--- config.mk ---
export PLATFORM = sky130hd
export DESIGN_NAME = flash_status_tracker
export DESIGN_NICKNAME = d
export VERILOG_FILES = /design/src/rtl/flash_status_pkg.sv /design/src/rtl/flash_status_ctrl.sv /design/src/rtl/flash_status_dp.sv /design/src/rtl/flash_status_tracker.sv
export SDC_FILE = /design/constraint.sdc
export NUM_CORES = 1
export LEC_CHECK = 0
export BUFFER_PORTS_ARGS = -buffer_cell sky130_fd_sc_hd__buf_2
export CAP_MARGIN = 20
export CORE_MARGIN = 2
export CORE_UTILIZATION = 55
export DETAILED_ROUTE_END_ITERATION = 12
export PLACE_DENSITY = 0.76
export SLEW_MARGIN = 40
export SYNTH_ARGS = -nofsm -noshare
export SYNTH_HDL_FRONTEND = slang
export SYNTH_SLANG_ARGS = --single-unit
--- constraint.sdc ---
create_clock -name clk -period 2.1 [get_ports clk]
set_input_delay 0.105 -clock clk [delete_from_list [all_inputs] [get_ports clk]]
set_output_delay 0.105 -clock clk [all_outputs]
set_load 0.01 [all_outputs]
--- src/rtl/flash_status_pkg.sv ---
package flash_status_pkg;

  typedef enum logic [2:0] {
    CMD_NONE    = 3'd0,
    CMD_PROG    = 3'd1,
    CMD_ERASE   = 3'd2,
    CMD_SUSPEND = 3'd3,
    CMD_RESUME  = 3'd4,
    CMD_CLEAR   = 3'd5,
    CMD_SEQERR  = 3'd6,
    CMD_RSVD    = 3'd7
  } cmd_e;

  typedef enum logic [2:0] {
    ST_IDLE,
    ST_PROG,
    ST_ERASE,
    ST_PSUSP,
    ST_ESUSP
  } wsm_state_e;

  typedef struct packed {
    logic goBusy;
    logic goReady;
    logic setProgSusp;
    logic clrProgSusp;
    logic setEraseSusp;
    logic clrEraseSusp;
    logic setEraseErr;
    logic setProgErr;
    logic setSupplyErr;
    logic setLockErr;
    logic clearErr;
  } status_strobe_t;

endpackage

--- src/rtl/flash_status_ctrl.sv ---
module flash_status_ctrl
  import flash_status_pkg::*;
#(
  parameter int MAX_PULSES = 8
) (
  input  logic           clk,
  input  logic           rstN,
  input  logic           cmdValid,
  input  logic [2:0]     cmdCode,
  input  logic           supplyOk,
  input  logic           blockLocked,
  input  logic           verifyValid,
  input  logic           verifyPass,
  output status_strobe_t stb
);

  localparam int PW = $clog2(MAX_PULSES + 1);
  localparam logic [PW-1:0] LAST_PULSE = PW'(MAX_PULSES - 1);

  wsm_state_e stateQ, stateD;
  logic [PW-1:0] pulseQ, pulseD;
  cmd_e cmd;

  assign cmd = cmd_e'(cmdCode);

  always_comb begin
    stb    = '0;
    stateD = stateQ;
    pulseD = pulseQ;
    if (cmdValid && cmd == CMD_CLEAR) begin
      stb.clearErr = 1'b1;
    end else begin
      unique case (stateQ)
        ST_IDLE: begin
          if (cmdValid && (cmd == CMD_PROG || cmd == CMD_ERASE)) begin
            if (blockLocked) begin
              stb.setLockErr = 1'b1;
            end else if (!supplyOk) begin
              stb.setSupplyErr = 1'b1;
            end else begin
              stb.goBusy = 1'b1;
              stateD     = (cmd == CMD_PROG) ? ST_PROG : ST_ERASE;
              pulseD     = '0;
            end
          end else if (cmdValid && cmd == CMD_SEQERR) begin
            stb.setEraseErr = 1'b1;
            stb.setProgErr  = 1'b1;
          end
        end
        ST_PROG: begin
          if (cmdValid && cmd == CMD_SUSPEND) begin
            stb.setProgSusp = 1'b1;
            stateD          = ST_PSUSP;
          end else if (verifyValid) begin
            stb.goReady = 1'b1;
            stateD      = ST_IDLE;
            if (!supplyOk)        stb.setSupplyErr = 1'b1;
            else if (!verifyPass) stb.setProgErr   = 1'b1;
          end
        end
        ST_ERASE: begin
          if (cmdValid && cmd == CMD_SUSPEND) begin
            stb.setEraseSusp = 1'b1;
            stateD           = ST_ESUSP;
          end else if (verifyValid) begin
            if (!supplyOk) begin
              stb.setSupplyErr = 1'b1;
              stb.goReady      = 1'b1;
              stateD           = ST_IDLE;
            end else if (verifyPass) begin
              stb.goReady = 1'b1;
              stateD      = ST_IDLE;
            end else if (pulseQ == LAST_PULSE) begin
              stb.setEraseErr = 1'b1;
              stb.goReady     = 1'b1;
              stateD          = ST_IDLE;
            end else begin
              pulseD = pulseQ + 1'b1;
            end
          end
        end
        ST_PSUSP: begin
          if (cmdValid && cmd == CMD_RESUME) begin
            stb.clrProgSusp = 1'b1;
            stb.goBusy      = 1'b1;
            stateD          = ST_PROG;
          end else if (cmdValid && cmd == CMD_SEQERR) begin
            stb.setEraseErr = 1'b1;
            stb.setProgErr  = 1'b1;
          end
        end
        ST_ESUSP: begin
          if (cmdValid && cmd == CMD_RESUME) begin
            stb.clrEraseSusp = 1'b1;
            stb.goBusy       = 1'b1;
            stateD           = ST_ERASE;
          end else if (cmdValid && cmd == CMD_SEQERR) begin
            stb.setEraseErr = 1'b1;
            stb.setProgErr  = 1'b1;
          end
        end
        default: stateD = ST_IDLE;
      endcase
    end
  end

  always_ff @(posedge clk or negedge rstN) begin
    if (!rstN) begin
      stateQ <= ST_IDLE;
      pulseQ <= '0;
    end else begin
      stateQ <= stateD;
      pulseQ <= pulseD;
    end
  end

endmodule

--- src/rtl/flash_status_dp.sv ---
module flash_status_dp
  import flash_status_pkg::*;
(
  input  logic           clk,
  input  logic           rstN,
  input  status_strobe_t stb,
  output logic [7:0]     statusByte
);

  logic readyQ, eraseSuspQ, progSuspQ;
  logic eraseErrQ, progErrQ, supplyErrQ, lockErrQ;

  always_ff @(posedge clk or negedge rstN) begin
    if (!rstN) begin
      readyQ      <= 1'b1;
      eraseSuspQ  <= 1'b0;
      progSuspQ   <= 1'b0;
      eraseErrQ   <= 1'b0;
      progErrQ    <= 1'b0;
      supplyErrQ  <= 1'b0;
      lockErrQ    <= 1'b0;
    end else begin
      if (stb.goBusy)
        readyQ <= 1'b0;
      else if (stb.goReady || stb.setProgSusp || stb.setEraseSusp)
        readyQ <= 1'b1;

      if (stb.setProgSusp)       progSuspQ <= 1'b1;
      else if (stb.clrProgSusp)  progSuspQ <= 1'b0;

      if (stb.setEraseSusp)      eraseSuspQ <= 1'b1;
      else if (stb.clrEraseSusp) eraseSuspQ <= 1'b0;

      if (stb.clearErr) begin
        eraseErrQ  <= 1'b0;
        progErrQ   <= 1'b0;
        supplyErrQ <= 1'b0;
        lockErrQ   <= 1'b0;
      end else begin
        if (stb.setEraseErr)  eraseErrQ  <= 1'b1;
        if (stb.setProgErr)   progErrQ   <= 1'b1;
        if (stb.setSupplyErr) supplyErrQ <= 1'b1;
        if (stb.setLockErr)   lockErrQ   <= 1'b1;
      end
    end
  end

  assign statusByte = {readyQ, eraseSuspQ, eraseErrQ, progErrQ,
                       supplyErrQ, progSuspQ, lockErrQ, 1'b0};

endmodule

--- src/rtl/flash_status_tracker.sv ---
module flash_status_tracker
  import flash_status_pkg::*;
#(
  parameter int MAX_PULSES = 8
) (
  input  logic       clk,
  input  logic       rstN,
  input  logic       cmdValid,
  input  logic [2:0] cmdCode,
  input  logic       supplyOk,
  input  logic       blockLocked,
  input  logic       verifyValid,
  input  logic       verifyPass,
  output logic [7:0] statusByte,
  output logic       ready
);

  status_strobe_t stb;

  flash_status_ctrl #(.MAX_PULSES(MAX_PULSES)) i_ctrl (
    .clk        (clk),
    .rstN       (rstN),
    .cmdValid   (cmdValid),
    .cmdCode    (cmdCode),
    .supplyOk   (supplyOk),
    .blockLocked(blockLocked),
    .verifyValid(verifyValid),
    .verifyPass (verifyPass),
    .stb        (stb)
  );

  flash_status_dp i_dp (
    .clk       (clk),
    .rstN      (rstN),
    .stb       (stb),
    .statusByte(statusByte)
  );

  assign ready = statusByte[7];

endmodule

======== Word level (Yosys, flattened, before mapping) ========
Index checks and enable logic that the tools add are counted.
W data, S select, Z words.
storage, ports and cells
  output and inout bits ................... 9
  input port bits ......................... 10
  register bits ........................... 14
  logic and storage cells ................. 133
operators by class
  bitwise gates (word level) .............. 1
  reductions and logical operators ........ 20
  $add $sub $neg .......................... 1
  muxes and demuxes ....................... 78
  equal/unequal tests ..................... 24
operators with widths
  cell                   number
  $mux W1                43
  $mux W3                12
  $mux W4                8
  $reduce_bool A2 Y1     8
  $pmux W3 S5            1
  $mux W2                7
  $ne A2 B2 Y1 const B   7
  $eq A3 B2 Y1 const B   4
  $eq A3 B3 Y1 const B   4
  $mux W10               1
  $reduce_and A10 Y1     1
  $pmux W1 S3            3
  $reduce_and A9 Y1      1
  $pmux W4 S2            1
  $eq A3 B1 Y1 const B   2
  $ne A2 B1 Y1 const B   3
  $ne A3 B2 Y1 const B   2
  $logic_and A1 B1 Y1    5
  $ne A5 B3 Y1 const B   1
  $add A4 B1 Y4 const B  1
  $eq A4 B3 Y1 const B   1
  $pmux W1 S2            2
  $logic_not A3 Y1       1
  $logic_or A1 B1 Y1     3
  other kinds (2)        2

======== Longest topological paths before layout ========
Gate-level depths: netlist of run 1.
  depth in word-level cells ............... 12
  gate-level depth with buffers ........... 6
  depth with buffers taken out ............ 5

======== Hierarchy ========
A second synthesis of run 1 with hierarchy kept.
unflattened totals
  cell total of the unflattened synthesis .. 133
  area, all modules ....................... 1,092.3 µm²
by module, submodules not included
  module                instances  cells an instance  sequential area each (µm²)  area an instance (µm²)
  flash_status_ctrl     1          102                175.2                       780.7
  flash_status_dp       1          30                 176.4                       304.0
  flash_status_tracker  1          1                  0.0                         7.5

======== Least setup slack after synthesis of run 1 ========
OpenSTA, ideal clock, no wires.
  path kind ............................... flip-flop to flip-flop
  from .................................... reg i_ctrl.pulseQ[0]
  to ...................................... reg i_ctrl.pulseQ[3]
  period minus slack after synthesis ...... 1.925 ns
  buffers on the path ..................... 0
  arrival ................................. 1.815 ns
  library setup time ...................... 0.110 ns
  data required time ...................... 1.990 ns
  stages on the path, launching flop included .. 6
  setup slack ............................. 0.175 ns
  cell sequence ........................... dfrtp_1 -> ha_1 -> nand3b_1 -> a41oi_1 -> or4_4 -> o41ai_1
on the way
  longest elaborated chain between the ends .. 7
  elaborated cells between the ends (all ways) .. 10
  those cells by class .................... add/sub: 1; eq/ne: 2; mux: 6; reduce/logical: 1
RTL lines
  item                    line                      text
  start, declared         flash_status_ctrl.sv:21   logic [PW-1:0] pulseQ, pulseD;
  start signal, assigned  flash_status_ctrl.sv:113  pulseQ <= pulseD;
  $add A4 B1 Y4           flash_status_ctrl.sv:78   pulseD = pulseQ + 1'b1;
  $mux W4                 flash_status_ctrl.sv:73   end else if (pulseQ == LAST_PULSE) begin
  $mux W4                 flash_status_ctrl.sv:70   end else if (verifyPass) begin
  $mux W4                 flash_status_ctrl.sv:66   if (!supplyOk) begin
  $mux W4                 flash_status_ctrl.sv:65   end else if (verifyValid) begin
  $mux W4                 flash_status_ctrl.sv:62   if (cmdValid && cmd == CMD_SUSPEND) begin
  $pmux W4 S2             flash_status_ctrl.sv:33   unique case (stateQ)
Several ways; a longest one is shown, not always the timed one. The select of a mux whose other input is x is not followed.
A chain may end at the register's enable or synchronous reset.

======== Worst setup path after layout of run 1 ========
Ends and elaborated chain as after synthesis.

==> results of run 1 <==
[through the flow]
step | std cells | power (W) | util | setup slack (ns)
after floorplan | 127 | 0.0008922 | - | 0.1752
after global placement | 160 | 0.001019 | 0.6014 | 0.2198
after detailed placement | 160 | 0.001030 | 0.6014 | 0.1043
after CTS | 165 | 0.001193 | 0.6199 | 0.1025
after global routing | 165 | 0.001282 | 0.6237 | 0.03741
final | 165 | 0.001197 | 0.6237 | 0.1549
[registers in the layout (all words and copies together) (netlist names)]
name,count
i_ctrl.pulseQ,4
i_ctrl.stateQ,3
i_dp.eraseErrQ,1
i_dp.eraseSuspQ,1
i_dp.lockErrQ,1
i_dp.progErrQ,1
i_dp.progSuspQ,1
i_dp.readyQ,1
i_dp.supplyErrQ,1
[worst max-delay path, delay by kind of cell, from the launching register on]
family,cells,cell delay [ns]
fa+ha+maj,1,0.24
simple gates,2,0.73
compound gates,2,0.45
flops,1,0.42
[per-layer routing]
| layer | GRT usage | part of all wire | wire, um | up-vias |
|---|---|---|---|---|
| met1 | 0.3008 | 0.45 | 1156 | 497 |
| met2 | 0.3739 | 0.46 | 1169 | 52 |
| met5 | 0 | 0 | 0 | - |
| met3 | 0.03030 | 0.069 | 175 | 7 |
| li1 | - | - | - | 500 |
| met4 | 0.09722 | 0.017 | 42 | 0 |
[power by group]
part	internal (W)	total (W)	switching (W)
Sequential	0.000345	0.000413	0.0000678
Combinational	0.000287	0.000621	0.000333
Clock	0.0000739	0.000164	0.0000899
Total	0.000706	0.00120	0.000491
[logic make-up (layout without fill, tap and decap cells)]
family	Yosys count	in the layout	synth area share
compound gates	40	40	0.2674
flops	14	14	0.3091
other cells	1	1	0.003297
xor+xnor	2	2	0.02201
mux	1	1	0.009900
simple gates	43	43	0.2442
fa+ha+maj	1	1	0.01100
buf+inv	25	36	0.1331
[Yosys cell counts (all sizes together), types with 2 or more instances]
master and number:
nand3 4, or2 2, buf 13, nand4b 2
nand3b 3, nor2 7, a32oi 2, a31oi 2
inv 8, dfrtp 13, o21ai 10, a41oi 3
a311oi 2, clkbuf 4, o41ai 5, and4b 2
nor3b 3, nor2b 2, nand2 5, nor3 5
a21oi 5
[what timing repair did]
action / 4_1_cts / 5_1_grt
setup endpoints to repair: 0 / 1
hold buffers: 1 / 0
endpoints found under the hold margin: 14 / 0
resized for setup: 0 / 1
[area by class of cell]
| class | instances | area, sq um |
|---|---|---|
| fill | 182 | 738.2 |
| multi-input combinational | 88 | 641.9 |
| tap | 27 | 33.78 |
| timing repair buffer | 24 | 140.1 |
| sequential | 14 | 351.6 |
| clock buffer | 4 | 26.28 |
| inverter | 8 | 30.03 |
[worst min path at each step]
stage / startpoint / to / slack (ns) / cells past startpoint
2_1_floorplan: rstN / i_ctrl.pulseQ[0] / -0.19 / 0
3_3_place_gp: rstN / i_ctrl.pulseQ[2] / 0.01 / 1
3_5_place_dp: rstN / i_dp.eraseSuspQ / 0.02 / 1
4_1_cts: cmdCode[2] / i_dp.lockErrQ / 0.12 / 2
5_1_grt: cmdCode[2] / i_dp.lockErrQ / 0.16 / 2
6_report: cmdCode[2] / i_dp.lockErrQ / 0.12 / 2
[placed cells by master (no fill, tap or decap), types with 2 or more instances in the layout]
cell type and count:
a21oi_1 5, a311oi_1 2, a31oi_1 2, a32oi_1 2, a41oi_1 3, buf_2 17, buf_4 6, clkbuf_4 3
dfrtp_1 13, inv_1 8, nand2_1 5, nand3_1 4, nand3b_1 3, nand4b_1 2, nor2_1 7, nor2b_1 2
nor3_1 4, nor3b_1 2, o21ai_0 10, o41ai_1 4, or2_2 2
==> metrics, run 1 <==
cell leakage power 0.5182 nW; post-synthesis register bit count 14; vias in the first global route 959; total congestion overflow 0; maximum vdd drop 0.4767 mV; reg2reg start i_ctrl.pulseQ[0]; Startpoint Class register; sequence of cells on the critical path ha_1 -> nand3b_1 -> a41oi_1 -> or4_4 -> o41ai_2; Cell Area, Synth 1137 sq um; Hold WS 0.1231 ns; RSZ-0062 raised after global routing false; # nets final 150; Post-DP Area 1180 sq um; layout cells sized above 1 0.2681; power per cell area 978.6 nW/um^2; DRT iter0 DRCs 68; Most used DFF post-synth dfrtp_1; highest-delay cell along the critical path or4_4; Detailed Routing Iterations Pass 1 4; async set-or-reset flop fraction in the synthesized netlist 1.000; R2R setup slack 0.15 ns; GRT Util Overall 0.2278; clock skew 0.004528 ns; placer congestion estimate 0.8934; Syn Nets 138; Register-to-Register Path Depth 5; average size of a mapped cell 8.955 sq um; core area 1962 sq um; status completed; CTS H-Tree Depth 1; Synth area leader dfrtp_1; CTS sink cnt 14; Post-DRT Antenna Nets 0; Antenna Cells 0; min Tclk post-route 1.945 ns; Area contributors post-synth dfrtp_1 (29%), buf_4 (5.9%), o21ai_0 (4.4%), o41ai_1 (3.9%), buf_6 (3.0%); P&R area growth vs syn 7.590%; FP Rows 16; clock latency on the worst-skew pair 0.29 ns; first-pass GRT wire length 4284 um; # DRC 0; Worst-path clk slew 0.08 ns; arrival time worst endpoint 2.13 ns; number of synthesized flops with an enable pin 0; Yosys cell types 51; Synth top area share 0.2860; worst-path maximum fanout 4; cells after synthesis 127; Critical Path Sink i_ctrl.pulseQ[3]; vias per cell 6.400; Max clock buf depth 2; Max Clock Freq 0.5141 GHz; count of final hold-check violations 0; largest net degree at the start of global routing 15; Max-Cap Viols 0; Routed WL 2545 um; Initial Util 0.5797; Slew Viols, Final 0; setup violators final 0; post-route cell area 1224 sq um; warnings from Yosys 0; Die Area 2448 sq um; fin crit share 0.9262; IO Port Bufs 17; Hold Crit Class in2reg; CP Class reg2reg; DIE HEIGHT 49.48 um; CTS tree built; type of destination of the critical path register; # IOs 19; CTS Root Cell clkbuf_4; Routed WL per cell 15.42 um; Setup TNS 0 ns; via count 1056; Seq/Total Area, Yosys 0.3091; FF-to-FF End i_ctrl.pulseQ[3]; Post-CTS Setup Inserts 0; CP peak stage delay 0.57 ns; CTS buffer count 3; Worst EP required 2.28 ns; Die X-Extent 49.48 um; detailed placer's ending HPWL 1925 um; critical path launch point i_ctrl.pulseQ[0]; initial antenna violation count 0
(Power assumes the default switching activity.)
==> run 2: changes to the inputs <==
--- a/config.mk
+++ b/config.mk
@@ -9,7 +9,8 @@
 export CAP_MARGIN = 20
 export CORE_MARGIN = 2
-export CORE_UTILIZATION = 55
+export CORE_UTILIZATION = 59
 export DETAILED_ROUTE_END_ITERATION = 12
-export PLACE_DENSITY = 0.76
+export PLACE_DENSITY = 0.81
+export SKIP_CTS_REPAIR_TIMING = 1
 export SLEW_MARGIN = 40
 export SYNTH_ARGS = -nofsm -noshare
==> constraint.sdc (replaced) <==
create_clock -name clk -period 2.35 [get_ports clk]
set_input_delay 0.1175 -clock clk [delete_from_list [all_inputs] [get_ports clk]]
set_output_delay 0.1175 -clock clk [all_outputs]
set_load 0.05 [all_outputs]
==> run 2 against run 1 <==
Net effect: clock skew grew 0.00077 ns; worst setup slack gained 0.011 ns; total power rose by 2.1%; hold slack improved by 0.024 ns; first-iteration DRC count fell by 8.8%; sequential share of layout area up 0.54 points; non-clock buffer count is 3 lower; flip-flop and latch count did not move; critical endpoint unchanged; largest cell class unchanged.
==> metrics, run 2 (synthesis gave the netlist of run 1 again) <==
status completed; Setup TNS 0 ns; Max clock buf depth 2; initial antenna violation count 0; Post-DRT Antenna Nets 0; setup violators final 0; # DRC 0; detailed placer's ending HPWL 1896 um; IO Port Bufs 17; Fillers 160; power per cell area 1018 nW/um^2; Reg area 351.6 sq um; count of final hold-check violations 0; Detailed Routing Iterations Pass 1 4; Reg with most FFs i_ctrl.pulseQ; Antenna Cells 0; CTS H-Tree Depth 1; Max transition margin 0.6061; layout cells sized above 1 0.2519; Startpoint Class register; via count 1040; CTS Root Cell clkbuf_4; Multi-input gate area 634.4 sq um; min Tclk post-route 2.185 ns; P&R area growth vs syn 5.610%; CP Class reg2reg; worst slew pin tran 0.5832 ns; placer congestion estimate 0.8906; clock latency on the worst-skew pair 0.29 ns; max FFs per register 4; Die X-Extent 47.91 um; RSZ-0062 raised after global routing false; cell leakage power 0.5036 nW; Die Area 2295 sq um; type of destination of the critical path register; fin crit share 0.9296; largest net degree at the start of global routing 16; FP Rows 15; CTS sink cnt 14; Cell Count, Final, Fillers Out 160; # IOs 19; most common cell after layout, fill and taps aside buf_2; Top Registers i_ctrl.pulseQ x4, i_ctrl.stateQ x3; arrival time worst endpoint 2.36 ns; most frequent cells in the layout buf_2 (17), dfrtp_1 (13), o21ai_0 (10); maximum vdd drop 0.6678 mV; Slew Viols, Final 0; vias in the first global route 959; total congestion overflow 0; # nets final 147; CTS tree built; Max-Cap Viols 0; DIE HEIGHT 47.91 um; Worst EP required 2.53 ns; Cell Count Post-Placement 155; GRT Util Overall 0.2500; Routed WL per cell 15.87 um; clock skew 0.005300 ns; Worst-path clk slew 0.09 ns; vias per cell 6.500; Hold Crit Class in2reg; CTS buffer count 3; DRT iter0 DRCs 62; Routed WL 2539 um; worst-path maximum fanout 6; core area 1764 sq um; Initial Util 0.6447; first-pass GRT wire length 4057 um; Max Clock Freq 0.4578 GHz
==> run 2: cell type report <==
class,instances,area share
inverter,8,0.02500
multi-input combinational,88,0.5281
sequential,14,0.2927
clock buffer,4,0.03021
tap,25,0.02604
timing repair buffer,21,0.09792
==> run 2: final timing paths <==
path                       cells past startpoint               end             start  slack, ns
setup / recovery                               5  i_ctrl.pulseQ[3]  i_ctrl.pulseQ[0]       0.17
hold / removal                                 3   i_dp.supplyErrQ          supplyOk       0.15
setup reg to reg                               5  i_ctrl.pulseQ[3]  i_ctrl.pulseQ[0]       0.17
hold reg to reg                                2       i_dp.readyQ       i_dp.readyQ       0.49
max in group asynchronous                      2       i_dp.readyQ              rstN       1.81
min in group asynchronous                      2    i_dp.eraseErrQ              rstN       0.25
==> run 2: worst max-delay path, stage by stage, from the launching register on <==
cell and delay, ns:
dfrtp_1 0.42, ha_1 0.24, nand3b_1 0.16, a41oi_1 0.30
or4_4 0.63, o41ai_1 0.33
==> run 2: per-stage QoR <==
step / power (W) / util / area, sq um / hold slack (ns) / worst slack [ns]
after global routing: 0.001299 / 0.6809 / 1201 / 0.1625 / 0.05745
after detailed placement: 0.001033 / 0.6546 / 1155 / 0.02932 / 0.2111
final: 0.001223 / 0.6809 / 1201 / 0.1468 / 0.1655
after floorplan: 0.0009383 / - / 1137 / -0.1781 / 0.4252
after CTS: 0.001212 / 0.6752 / 1191 / -0.2793 / 0.1861
after global placement: 0.001016 / 0.6546 / 1155 / 0.02823 / 0.3390
==> run 2: power breakdown <==
part           internal (W)  leakage [nW]  switching (W)
Clock             0.0000943        0.0210      0.0000882
Combinational      0.000235         0.313       0.000443
Sequential         0.000309         0.169      0.0000535
Total              0.000638         0.504       0.000585
==> run 2: layer usage <==
metal | part of all wire | GRT usage
met5 | 0 | 0
met4 | 0.0091 | 0.09730
met3 | 0.064 | 0.03774
met2 | 0.46 | 0.3947
met1 | 0.46 | 0.3417
